===== src/rtl/cnn_lane_pkg.sv =====
package cnn_lane_pkg;

    typedef enum logic [1:0] {
        ST_IDLE = 2'd0,
        ST_WAIT = 2'd1,
        ST_MAC  = 2'd2,
        ST_EMIT = 2'd3
    } lane_state_e;

    // Limit a requested count to the range 1 .. hi.
    function automatic int clamp_count(input int req, input int hi);
        if (req < 1) return 1;
        if (req > hi) return hi;
        return req;
    endfunction

endpackage


===== src/rtl/lane_bank_loader.sv =====
module lane_bank_loader #(
    parameter int DW     = 8,
    parameter int DEPTH  = 16,
    parameter int NBANK  = 1,
    parameter int LEN_W  = 5,
    parameter int SETS_W = 8,
    localparam int IDX_W = $clog2(DEPTH)
) (
    input  logic              clk,
    input  logic              rst_n,
    input  logic              start,
    input  logic [LEN_W-1:0]  len_in,
    input  logic [SETS_W-1:0] sets_in,
    input  logic              s_valid,
    input  logic [DW-1:0]     s_data,
    output logic              s_ready,
    output logic              rd_full,
    input  logic [IDX_W-1:0]  rd_idx,
    output logic [DW-1:0]     rd_data,
    input  logic              release_bank
);

    localparam int AW = $clog2(NBANK * DEPTH);

    logic [NBANK-1:0]  full;
    logic              wr_bank;
    logic              rd_bank;
    logic [LEN_W-1:0]  wr_idx;
    logic [LEN_W-1:0]  len_q;
    logic [SETS_W-1:0] sets_left;
    logic [DW-1:0]     mem [NBANK*DEPTH];
    logic [AW-1:0]     wr_addr;
    logic [AW-1:0]     rd_addr;
    logic              wr_free;
    logic              accept;
    logic              last_word;

    generate
        if (NBANK > 1) begin : g_dual
            assign wr_addr = {wr_bank, wr_idx[IDX_W-1:0]};
            assign rd_addr = {rd_bank, rd_idx};
        end else begin : g_single
            assign wr_addr = wr_idx[IDX_W-1:0];
            assign rd_addr = rd_idx;
        end
    endgenerate

    assign wr_free   = !full[wr_bank];
    assign rd_full   = full[rd_bank];
    assign s_ready   = (sets_left != '0) && wr_free;
    assign accept    = s_valid && s_ready;
    assign last_word = (wr_idx == len_q - LEN_W'(1));
    assign rd_data   = mem[rd_addr];

    always_ff @(posedge clk) begin
        if (accept) begin
            mem[wr_addr] <= s_data;
        end
    end

    always_ff @(posedge clk) begin
        if (!rst_n) begin
            full      <= '0;
            wr_bank   <= 1'b0;
            rd_bank   <= 1'b0;
            wr_idx    <= '0;
            len_q     <= LEN_W'(1);
            sets_left <= '0;
        end else begin
            if (start) begin
                sets_left <= sets_in;
                len_q     <= len_in;
                wr_idx    <= '0;
            end
            if (accept) begin
                if (last_word) begin
                    wr_idx         <= '0;
                    full[wr_bank]  <= 1'b1;
                    sets_left      <= sets_left - SETS_W'(1);
                    if (NBANK > 1) wr_bank <= !wr_bank;
                end else begin
                    wr_idx <= wr_idx + LEN_W'(1);
                end
            end
            if (release_bank) begin
                full[rd_bank] <= 1'b0;
                if (NBANK > 1) rd_bank <= !rd_bank;
            end
        end
    end

    // the write index never reaches the configured set length
    assert_word_index_R4: assert property (@(posedge clk) disable iff (!rst_n)
        (sets_left != '0) |-> (wr_idx < len_q));

    // the compute side only hands back a bank that holds a complete set
    assert_release_full_R3: assert property (@(posedge clk) disable iff (!rst_n)
        release_bank |-> rd_full);

endmodule


===== src/rtl/lane_mac.sv =====
module lane_mac #(
    parameter int W_W   = 8,
    parameter int F_W   = 8,
    parameter int ACC_W = 21
) (
    input  logic                    clk,
    input  logic                    rst_n,
    input  logic                    en,
    input  logic                    first,
    input  logic signed [W_W-1:0]   w_in,
    input  logic signed [F_W-1:0]   f_in,
    output logic signed [ACC_W-1:0] acc
);

    localparam int PW = W_W + F_W;

    logic signed [PW-1:0]    prod;
    logic signed [ACC_W-1:0] prod_x;

    assign prod   = w_in * f_in;
    assign prod_x = {{(ACC_W-PW){prod[PW-1]}}, prod};

    always_ff @(posedge clk) begin
        if (!rst_n) begin
            acc <= '0;
        end else if (en) begin
            acc <= (first ? '0 : acc) + prod_x;
        end
    end

    // adding a same-signed product never flips the accumulator sign
    assert_no_overflow_R10: assert property (@(posedge clk) disable iff (!rst_n)
        (en && !first && (acc[ACC_W-1] == prod_x[ACC_W-1]))
        |=> (acc[ACC_W-1] == $past(acc[ACC_W-1])));

endmodule


===== src/rtl/cnn_lane_ctrl.sv =====
module cnn_lane_ctrl
    import cnn_lane_pkg::*;
#(
    parameter int W_W       = 8,
    parameter int F_W       = 8,
    parameter int BUF_WORDS = 64,
    parameter int WT_DBL    = 1,
    parameter int FT_DBL    = 0,
    parameter int SETS_W    = 8,
    localparam int MAX_NW   = BUF_WORDS / 4,
    localparam int MAX_NF   = BUF_WORDS / 4,
    localparam int NW_W     = $clog2(MAX_NW + 1),
    localparam int NF_W     = $clog2(MAX_NF + 1),
    localparam int ACC_W    = W_W + F_W + $clog2(MAX_NF + 1)
) (
    input  logic                    clk,
    input  logic                    rst_n,
    input  logic                    start,
    input  logic [NW_W-1:0]         cfg_reuse,
    input  logic [NF_W-1:0]         cfg_feats,
    input  logic [SETS_W-1:0]       cfg_sets,
    input  logic                    wt_valid,
    output logic                    wt_ready,
    input  logic signed [W_W-1:0]   wt_data,
    input  logic                    ft_valid,
    output logic                    ft_ready,
    input  logic signed [F_W-1:0]   ft_data,
    output logic                    res_valid,
    output logic signed [ACC_W-1:0] res_data
);

    localparam int WIDX_W = $clog2(MAX_NW);
    localparam int FIDX_W = $clog2(MAX_NF);
    localparam int WBANKS = (WT_DBL != 0) ? 2 : 1;
    localparam int FBANKS = (FT_DBL != 0) ? 2 : 1;

    lane_state_e state, state_nx;

    logic [NW_W-1:0]   nw_q, nw_cl, it_idx;
    logic [NF_W-1:0]   nf_q, nf_cl, k_idx;
    logic [SETS_W-1:0] sets_q, sets_cl;
    logic              go;
    logic              last_feat, last_pass, last_set;
    logic              mac_en, mac_first, rel;
    logic              wt_full, ft_full;
    logic [W_W-1:0]    wt_word;
    logic [F_W-1:0]    ft_word;

    assign nw_cl   = NW_W'(clamp_count(int'(cfg_reuse), MAX_NW));
    assign nf_cl   = NF_W'(clamp_count(int'(cfg_feats), MAX_NF));
    assign sets_cl = SETS_W'(clamp_count(int'(cfg_sets), (1 << SETS_W) - 1));
    assign go      = start && (state == ST_IDLE);

    assign last_feat = (k_idx == nf_q - NF_W'(1));
    assign last_pass = (it_idx == nw_q - NW_W'(1));
    assign last_set  = (sets_q == SETS_W'(1));

    lane_bank_loader #(
        .DW(W_W), .DEPTH(MAX_NW), .NBANK(WBANKS), .LEN_W(NW_W), .SETS_W(SETS_W)
    ) u_wt_buf (
        .clk(clk), .rst_n(rst_n), .start(go), .len_in(nw_cl), .sets_in(sets_cl),
        .s_valid(wt_valid), .s_data(wt_data), .s_ready(wt_ready),
        .rd_full(wt_full), .rd_idx(it_idx[WIDX_W-1:0]), .rd_data(wt_word),
        .release_bank(rel)
    );

    lane_bank_loader #(
        .DW(F_W), .DEPTH(MAX_NF), .NBANK(FBANKS), .LEN_W(NF_W), .SETS_W(SETS_W)
    ) u_ft_buf (
        .clk(clk), .rst_n(rst_n), .start(go), .len_in(nf_cl), .sets_in(sets_cl),
        .s_valid(ft_valid), .s_data(ft_data), .s_ready(ft_ready),
        .rd_full(ft_full), .rd_idx(k_idx[FIDX_W-1:0]), .rd_data(ft_word),
        .release_bank(rel)
    );

    lane_mac #(.W_W(W_W), .F_W(F_W), .ACC_W(ACC_W)) u_mac (
        .clk(clk), .rst_n(rst_n), .en(mac_en), .first(mac_first),
        .w_in(wt_word), .f_in(ft_word), .acc(res_data)
    );

    // state register
    always_ff @(posedge clk) begin
        if (!rst_n) state <= ST_IDLE;
        else        state <= state_nx;
    end

    // next state
    always_comb begin
        state_nx = state;
        unique case (state)
            ST_IDLE: if (start) state_nx = ST_WAIT;
            ST_WAIT: if (wt_full && ft_full) state_nx = ST_MAC;
            ST_MAC:  if (last_feat) state_nx = ST_EMIT;
            ST_EMIT: begin
                if (!last_pass)    state_nx = ST_MAC;
                else if (last_set) state_nx = ST_IDLE;
                else               state_nx = ST_WAIT;
            end
        endcase
    end

    // outputs
    always_comb begin
        mac_en    = 1'b0;
        mac_first = 1'b0;
        res_valid = 1'b0;
        rel       = 1'b0;
        unique case (state)
            ST_IDLE, ST_WAIT: ;
            ST_MAC: begin
                mac_en    = 1'b1;
                mac_first = (k_idx == '0);
            end
            ST_EMIT: begin
                res_valid = 1'b1;
                rel       = last_pass;
            end
        endcase
    end

    // loop counters and captured configuration
    always_ff @(posedge clk) begin
        if (!rst_n) begin
            nw_q   <= NW_W'(1);
            nf_q   <= NF_W'(1);
            sets_q <= '0;
            it_idx <= '0;
            k_idx  <= '0;
        end else begin
            unique case (state)
                ST_IDLE: if (start) begin
                    nw_q   <= nw_cl;
                    nf_q   <= nf_cl;
                    sets_q <= sets_cl;
                    it_idx <= '0;
                    k_idx  <= '0;
                end
                ST_WAIT: k_idx <= '0;
                ST_MAC:  k_idx <= last_feat ? '0 : k_idx + NF_W'(1);
                ST_EMIT: begin
                    if (last_pass) begin
                        it_idx <= '0;
                        sets_q <= sets_q - SETS_W'(1);
                    end else begin
                        it_idx <= it_idx + NW_W'(1);
                    end
                end
            endcase
        end
    end

    // a result strobe lasts exactly one cycle
    assert_single_strobe_R5: assert property (@(posedge clk) disable iff (!rst_n)
        res_valid |=> !res_valid);

    // accumulation only runs on complete weight and feature sets
    assert_sets_present_R4: assert property (@(posedge clk) disable iff (!rst_n)
        (state == ST_MAC) |-> (wt_full && ft_full));

    // captured configuration holds while the lane is busy
    assert_cfg_hold_R2: assert property (@(posedge clk) disable iff (!rst_n)
        (state != ST_IDLE) |=> ($stable(nw_q) && $stable(nf_q)));

    generate
        if (FT_DBL == 0) begin : g_ft_serial
            // a single feature bank never refills while a set computes
            assert_ft_serial_R7: assert property (@(posedge clk) disable iff (!rst_n)
                ((state == ST_MAC) || (state == ST_EMIT)) |-> !ft_ready);
        end
    endgenerate

endmodule


===== config.mk =====
export PLATFORM = sky130hd
export DESIGN_NAME = cnn_lane_ctrl
export DESIGN_NICKNAME = d
export VERILOG_FILES = /design/src/rtl/cnn_lane_pkg.sv /design/src/rtl/lane_bank_loader.sv /design/src/rtl/lane_mac.sv /design/src/rtl/cnn_lane_ctrl.sv
export SDC_FILE = /design/constraint.sdc
export NUM_CORES = 1
export LEC_CHECK = 0
export ABC_AREA = 1
export BUFFER_PORTS_ARGS = -buffer_cell sky130_fd_sc_hd__buf_2
export CAP_MARGIN = 40
export CORE_ASPECT_RATIO = 0.7
export CORE_MARGIN = 2
export CORE_UTILIZATION = 55
export DETAILED_ROUTE_END_ITERATION = 16
export PLACE_DENSITY = 0.69
export SYNTH_ARGS = -nofsm -noshare
export SYNTH_HDL_FRONTEND = slang
export SYNTH_HIERARCHICAL = 1
export SYNTH_SLANG_ARGS = --single-unit

===== constraint.sdc =====
create_clock -name clk -period 11.1 [get_ports clk]
set_clock_uncertainty 0.15 [all_clocks]
set_input_delay 1.11 -clock clk [delete_from_list [all_inputs] [get_ports clk]]
set_output_delay 1.11 -clock clk [all_outputs]
set_load 0.01 [all_outputs]

## Yosys cells after proc, flatten, opt, wreduce, memory -nomap -nowiden

Memory sizes are Yosys's and may differ from the RTL's. A register that Yosys moved wholly into a read port is not among the register bits.
Index checks and enable logic that the tools add are counted.

| word-level totals | value |
|---|---|
| flip-flop bits (word level) | 92 |
| latch bits | 0 |
| RAM bits | 384 |
| memory bits (read-only) | 0 |
| input port bits | 39 |
| output and inout port bits | 24 |
| logic and storage cells | 155 |
| memories kept | 2 |

| operators by class | value |
|---|---|
| add/subtract/negate cells | 12 |
| $mul | 1 |
| divide/modulo/power cells | 0 |
| magnitude comparators | 9 |
| eq/ne operators | 14 |
| shift operators | 0 |
| mux-type cells | 68 |
| bitwise logic cells | 4 |
| reduce and logical (&&, ||, !) cells | 28 |

Memories:

| name | depth | width | read ports | clocked after memory_dff | wr ports | RTL line | RTL |
|---|---|---|---|---|---|---|---|
| u_wt_buf.mem | 32 | 8 | 1 | 0 | 1 | lane_bank_loader.sv:31 | `logic [DW-1:0] mem [NBANK*DEPTH];` |
| u_ft_buf.mem | 16 | 8 | 1 | 1 | 1 | lane_bank_loader.sv:31 |  |

Operators by type and width:

| kind | number |
|---|---|
| 8-bit 2-to-1 mux | 9 |
| 5-bit 2-to-1 mux | 14 |
| 1-bit 2-to-1 mux | 28 |
| 8-bit by 1-bit subtractor with 8-bit output, second input constant | 3 |
| 21-bit adder | 1 |
| 21-bit 2-to-1 mux | 1 |
| 5-bit by 1-bit adder with 5-bit output, second input constant | 4 |
| 5-bit equality test | 4 |
| 5-bit by 1-bit subtractor with 5-bit output, second input constant | 4 |
| 8-bit by 8-bit multiplier with 16-bit output | 1 |
| 2-bit 2-to-1 mux | 8 |
| 8-bit case mux with 2 select lines | 1 |
| 8-bit nonzero test | 2 |
| 5-bit case mux with 3 select lines | 1 |
| 5-bit greater-than comparator, second input constant | 2 |
| 5-bit by 1-bit < comparator with 1-bit output, second input constant | 2 |
| 5-bit case mux with 2 select lines | 1 |
| 2-bit AND reduction | 5 |
| 8-bit by 1-bit equality test with 1-bit output, second input constant | 1 |
| 1-bit logical AND | 8 |
| 8-bit by 1-bit < comparator with 1-bit output, second input constant | 1 |
| 4-bit 2-to-1 mux | 2 |
| 2-bit inequality test, second input constant | 4 |
| 2-bit case mux with 4 select lines | 1 |
| other kinds (17) | 28 |

## Logic depth before layout (Yosys ltp)

Gate-level depths: netlist of run 1.

| depth | value |
|---|---|
| word-level depth | 10 |
| gate-level depth with buffers | 48 |
| depth with buffers taken out | 45 |

## Cells and area by module

The synthesis of run 1 kept the hierarchy.

By module, submodules not included:

| module | instances | cells each | area an instance (um^2) | seq. area each (um^2) |
|---|---|---|---|---|
| lane_bank_loader (u_wt_buf) | 1 | 1,098 | 11,771.3 | 8,127.8 |
| lane_bank_loader (u_ft_buf) | 1 | 595 | 6,361.1 | 4,224.1 |
| lane_mac | 1 | 694 | 4,814.6 | 420.4 |
| cnn_lane_ctrl | 1 | 346 | 2,100.8 | 600.6 |

## Least setup slack after synthesis of run 1

No wires, ideal clock.

| path | value |
|---|---|
| path kind | flip-flop to flip-flop |
| start | register it_idx[1] |
| end | register u_mac.acc[19] |
| library setup time | 0.117 ns |
| data arrival time | 6.450 ns |
| data required time | 10.833 ns |
| slack | 4.383 ns |
| stages on the path, launching flop included | 45 |
| path buffers | 3 |
| clock period less this slack | 6.717 ns |
| path through | dfxtp_1 > buf_2 > buf_1 > nand3_1 > nand3_1 > nand2_1 > nand2_1 > nand2_1 > nand2_1 > nand2_1 > clkbuf_1 > or2_2 > fa_1 > fa_1 > inv_1 > fa_1 > inv_1 > fa_1 > [9 not listed] > nand2_1 > nand2_1 > a21oi_1 > xnor2_1 > ha_1 > nand2_1 > nor2_1 > inv_1 > nor3_1 > nand2_1 > o211ai_1 > nand3_2 > nand2_2 > nand2_2 > nand3_2 > nand2_1 > nor2_1 > nor2_1 |

| between the ends | value |
|---|---|
| cells in the longest elaborated chain, start to end | 3 |

RTL lines:

| element | RTL line | RTL |
|---|---|---|
| from (decl) | cnn_lane_ctrl.sv:39 | `logic [NW_W-1:0] nw_q, nw_cl, it_idx;` |
| from (signal assigned) | cnn_lane_ctrl.sv:145 | `it_idx <= it_idx + NW_W'(1);` |
| memory 32 x 8 bit | n/a |  |
| net wt_word[0] | cnn_lane_ctrl.sv:46 | `logic [W_W-1:0] wt_word;` |
| 8-bit by 8-bit multiplier with 16-bit output | lane_mac.sv:20 | `assign prod = w_in * f_in;` |
| 21-bit adder | lane_mac.sv:27 | `acc <= (first ? '0 : acc) + prod_x;` |
| to (signal assigned) | lane_mac.sv:27 |  |
| to (decl) | lane_mac.sv:12 | `output logic signed [ACC_W-1:0] acc` |

The timed path passes the listed nets, and every way through them passes these cells.
A chain may end at the register's enable or synchronous reset.

## Worst setup path in the final report of run 1

| path | value |
|---|---|
| start | register it_idx[0] |
| end | register u_mac.acc[19] |

Same word-level chain as after synthesis.

==> results.toml, run 1 <==
[timing]
fmax_mhz = 111
tns_ns = 0
rsz0062_at_grt = "false"
slew_violations = 0
hold_violations = 0
relSlewSlack = 0.368
layout_worst_path_cycle_share = 0.815
finalCriticalPeriod_ns = 9.04
finalSetupViolCount = 0
worst_pin_slew_ns = 0.945

[worst_hold_path]
worstHoldPathType = "flop to flop"
hold_start = "nw_q[1]"
hold_depth = 2
min_to = "nw_q[1]"

[route]
viasPerCell = 5.49
wire_per_inst_um = 17.3
drtIter0Drc = 1801
vias = 18572
routed_wl_mm = 58.4
drcViolationCount = 0
antenna_left = 0
drt_pass1_iterations = 5

[placement]
numPortBuffers = 62
dpl.hpwl_mm = 38.4
routabilityCongestion = 0.868

[clock_network]
clk-insertion-delay-late_ns = 0.57
cts_tree = "yes"
clk_pin_slew_worst_paths_ns = 0.07
root_buffer = "clkbuf_16"
cts_htree_levels = 2
cts_setup_buffers = 0
clockBufferDepth = 3
post_cts_resized = 0
cts_buffers = 47
cts_hold_buf = 0
clock_sinks = 476

[setup_path]
end_kind = "flop"
regToRegSetupSlack_ns = 2.06
cpPeakStageDelay_ns = 0.92
critPathBufInv = 8
cpMostUsedCell = "nand2_1"
worstPathArrival_ns = 9.36
r2r_cells = 44
cpLargestDelayFamily = "adder cells"
start_kind = "flop"
slowest_stage = "clkinv_2"
worstSetupPathType = "flop to flop"
crit_required_ns = 11.41
worstReg2RegEnd = "u_mac/acc[19]"
r2r_start = "it_idx[0]"
worst-path-max-fanout = 70

[yosys]
yosysWarningCount = 6
synth-seq-cells = 476
netlist_area_um2 = 25000
synth_cells = 2733
avgSynthCellArea_um2 = 9.16
ys_types = 48
synth_fp_nets = 2898
synth_seq_area_share = 0.534

[global_routing]
antenna_found_initial = 0
grt.overflow.total = 0
first_global_vias = 17859
grt_first_pass_wirelength_mm = 94.5
track_usage = 0.250
grt_max_degree = 71

[floorplan]
boundaryPins = 63
dieHeight_um = 183
dieArea_um2 = 47300
dieWidth_um = 259
initial_core_util = 0.557
rows = 65
coreArea_um2 = 45000

[finish]
drive_gt1_frac = 0.0913
utilization = 0.606
fin_nets = 2910
fill_cells = 3724
multi_input_area_um2 = 9840
register_area_um2 = 13400
areaGrowthSynthToFinish_pct = 8.74
n_antenna_cell = 0

[flow_run]
drv_cap = 0

[run_status]
status = "complete, no violations"
[cells in the final DEF, fill, tap and decap left out, types with 4 or more instances in the layout]
master     count
nand3b_1       4
buf_2         63
inv_2         23
dfxtp_1       89
edfxtp_1     384
xor2_1        41
o21ai_1        8
o211ai_1      35
buf_4         29
nand4_1        9
xnor2_1       16
nor3_1         8
nand2_4        4
nand3_1      278
bufinv_16      4
a31oi_1        4
clkinv_1       9
clkbuf_16     47
a21o_1         4
o21ai_0      132
clkbuf_1       8
nand3_2        6
nor2_1       303
nand2_2       26
fa_1          56
mux2i_1        4
a21oi_1      112
a21oi_2        9
nor2_4         5
nand2_1      645
ha_1          70
inv_1        296
clkinv_2      13
nor2_2         5
[metal layers]
metal,vias up,track usage,share of wire
li1,9003,-,-
met1,8816,0.376,0.46
met2,669,0.380,0.44
met3,84,0.0429,0.078
met4,0,0.0590,0.018
met5,-,0,0
[final cells by class]
class,instances,share of cell area
well taps,603,0.0277
inverters,322,0.0445
multi-input cells,1805,0.361
clock buffers,55,0.0443
clock inverters,30,0.0107
repair buffers,93,0.0203
flip-flops and latches,476,0.491
[cell families (layout without fill, tap and decap cells)]
logic type	Yosys count	after routing	share of synthesized area
buffers and inverters	452	500	0.0734
AO/OA/AOI/OAI	313	313	0.0689
XOR/XNOR	58	58	0.0210
flip-flops	476	476	0.534
adder cells (fa/ha/maj)	126	126	0.0797
multiplexers	4	4	0.00160
AND/OR/NAND/NOR	1304	1304	0.221
[through the flow]
step	area, um^2	hold WS (ns)	cells	worst slack [ns]
3_5_place_dp	25700	0.311	3299	2.07
6_report	27200	0.316	3384	2.06
2_1_floorplan	25000	0.293	2733	4.38
5_1_grt	27200	0.330	3384	1.18
4_1_cts	27200	0.320	3384	2.07
3_3_place_gp	25600	0.302	3285	2.16
[worst max path at each step]
stage | from | end | cells past startpoint
2_1_floorplan | it_idx[1] | u_mac/acc[19] | 44
3_3_place_gp | it_idx[0] | u_mac/acc[19] | 44
3_5_place_dp | it_idx[0] | u_mac/acc[19] | 44
4_1_cts | it_idx[0] | u_mac/acc[19] | 44
5_1_grt | it_idx[0] | u_mac/acc[19] | 44
6_report | it_idx[0] | u_mac/acc[19] | 44
[state kept, by name (all words and copies together), names as in the netlist, 8 cells and up]
name / count
sets_q: 8
u_ft_buf/sets_left: 8
u_ft_buf/mem: 128
u_wt_buf/sets_left: 8
u_wt_buf/mem: 256
u_mac/acc: 21
[synth_stat cells (all sizes together)]
library cell  count  share of area
xnor2            16         0.0056
o21a              2        0.00060
o21ai           140          0.028
o211ai           35          0.010
clkbuf           64          0.011
ha               70          0.035
a31oi             4         0.0010
fa               56          0.045
nand3           287          0.060
a21boi            1        0.00030
clkinv            1        0.00015
nor2            313          0.049
a211oi            2        0.00060
a21o              4         0.0012
o2111ai           1        0.00035
inv             321          0.048
buf              66          0.014
nand2           675           0.10
dfxtp            92          0.074
xor2             42          0.015
nand4             9         0.0022
nor3             11         0.0028
o21bai            2        0.00060
edfxtp          384           0.46
a21oi           121          0.026
nor4              2        0.00050
mux2i             4         0.0016
or2               3        0.00075
o22ai             1        0.00025
nand3b            4         0.0012
[worst reg2reg max path, delay by kind of cell (launching register included)]
family                   cells  cell delay, ns
AO/OA/AOI/OAI                7            1.26
XOR/XNOR                     1            0.09
adder cells (fa/ha/maj)      6            2.73
buffers and inverters        8            1.89
flip-flops                   1            0.84
AND/OR/NAND/NOR             22            1.98
Power of run 1 is not shown: default switching activity piles up to over one toggle a cycle in this logic, so the estimate is an artifact.
==> run 2, diff against run 1 <==
PLACE_DENSITY = 0.71   (was 0.69)
clock period = 7.4 ns   (was 11.1 ns; I/O delays follow)
==> run 2 against run 1 <==
Compared with the run above:
- critical path depth decreased by 2
- worst setup slack got worse by 1.6 ns
- cell count increased by 1.1%
- global-route usage decreased by 0.11 points
- via count increased by 2.9%
- sequential cell count unchanged
- core utilization increased by 1.5 points
- register-to-register slack got worse by 1.6 ns
- die area unchanged
- worst hold slack got worse by 0.017 ns
- critical endpoint unchanged
- non-clock buffer count increased by 36
==> results.toml, run 2 (synthesis gave the netlist of run 1 again) <==
[clock_network]
cts_hold_buf = 0
cts_htree_levels = 2
root_buffer = "clkbuf_16"
clockBufferDepth = 3
clk_pin_slew_worst_paths_ns = 0.07
cts_buffers = 46
clock_sinks = 476
clk-insertion-delay-late_ns = 0.58
cts_tree = "yes"

[setup_path]
slowest_stage = "fa_1"
cpMostUsedCell = "nand2_1"
crit_required_ns = 7.71
regToRegSetupSlack_ns = 0.47
cpPeakStageDelay_ns = 0.50
start_kind = "flop"
worst-path-max-fanout = 23
worstSetupPathType = "flop to flop"
end_kind = "flop"
worstPathArrival_ns = 7.24

[timing]
relSlewSlack = 0.369
tns_ns = 0
layout_worst_path_cycle_share = 0.937
slew_violations = 0
finalCriticalPeriod_ns = 6.93
finalSetupViolCount = 0
fmax_mhz = 144
hold_violations = 0
worst_pin_slew_ns = 0.943

[global_routing]
grt_max_degree = 94
first_global_vias = 17950
track_usage = 0.249
grt.overflow.total = 0
antenna_found_initial = 0
grt_first_pass_wirelength_mm = 93.7

[floorplan]
rows = 65
boundaryPins = 63
initial_core_util = 0.557
coreArea_um2 = 45000
dieHeight_um = 183
dieArea_um2 = 47300
dieWidth_um = 259

[route]
viasPerCell = 5.59
wire_per_inst_um = 17.8
drt_pass1_iterations = 6
drcViolationCount = 0
drtIter0Drc = 1957
routed_wl_mm = 60.7
vias = 19111
antenna_left = 0

[placement]
numPortBuffers = 62
routabilityCongestion = 0.909
dpl.hpwl_mm = 38.6

[finish]
fill_cells = 3668
final_common_cell = "nand2_1"
top_register = "u_wt_buf/mem"
drive_gt1_frac = 0.111
n_antenna_cell = 0
areaGrowthSynthToFinish_pct = 11.4
largestRegisters = "u_wt_buf/mem: 256 flops, u_ft_buf/mem: 128 flops, u_mac/acc: 21 flops"
final_cell_mix = "632 x nand2_1, 384 x edfxtp_1, 303 x nor2_1"
largest_register_ffs = 256
fin_nets = 2945

[run_status]
status = "complete, no violations"

[worst_hold_path]
worstHoldPathType = "input pin to flop"

[flow_run]
drv_cap = 0
-- run 2: worst max-delay path: cells and delay by family (launching register included) --
family | cells | cell delay, ns
AND/OR/NAND/NOR | 22 | 1.98
flip-flops | 1 | 0.38
XOR/XNOR | 1 | 0.10
adder cells (fa/ha/maj) | 6 | 2.54
AO/OA/AOI/OAI | 7 | 1.07
buffers and inverters | 6 | 0.56
-- run 2: repair_timing --
item                                    4_1_cts  5_1_grt
endpoints found under the hold margin         0        0
endpoints found under the setup margin        0        4
gates resized for setup                       0       45
buffers inserted                              0       10
-- run 2: layout make-up --
type	instances	area, um^2	area share
flip-flops and latches	476	13400	0.480
multi-input cells	1805	9910	0.355
inverters	322	1220	0.0437
clock buffers	56	1190	0.0426
repair buffers	129	1130	0.0405
well taps	603	754	0.0270
clock inverters	29	318	0.0114
-- run 2: final timing paths --
check                     from  cells after the start       endpoint
setup / recovery     it_idx[0]                     42  u_mac/acc[19]
hold / removal    cfg_feats[1]                      3        nf_q[1]
setup reg to reg     it_idx[0]                     42  u_mac/acc[19]
hold reg to reg        nw_q[1]                      2        nw_q[1]
-- run 2: per-stage QoR --
stage	area [um^2]	util	setup slack (ns)	hold WS, ns	std cells
detailed placement	26000	0.578	0.162	0.314	3317
global placement	26000	0.578	0.296	0.304	3315
global route	27900	0.620	-0.0398	0.303	3420
finish	27900	0.620	0.465	0.300	3420
CTS	27500	0.612	0.127	0.277	3402
floorplan	25000	-	0.683	0.293	2733
-- run 2: layer usage --
layer / up-vias / global-route usage / share of wire
li1: 9091 / - / -
met1: 9130 / 0.365 / 0.44
met2: 797 / 0.389 / 0.45
met3: 93 / 0.0419 / 0.091
met4: 0 / 0.0571 / 0.018
met5: - / 0 / 0
Power of run 2 is left out for the same reason.
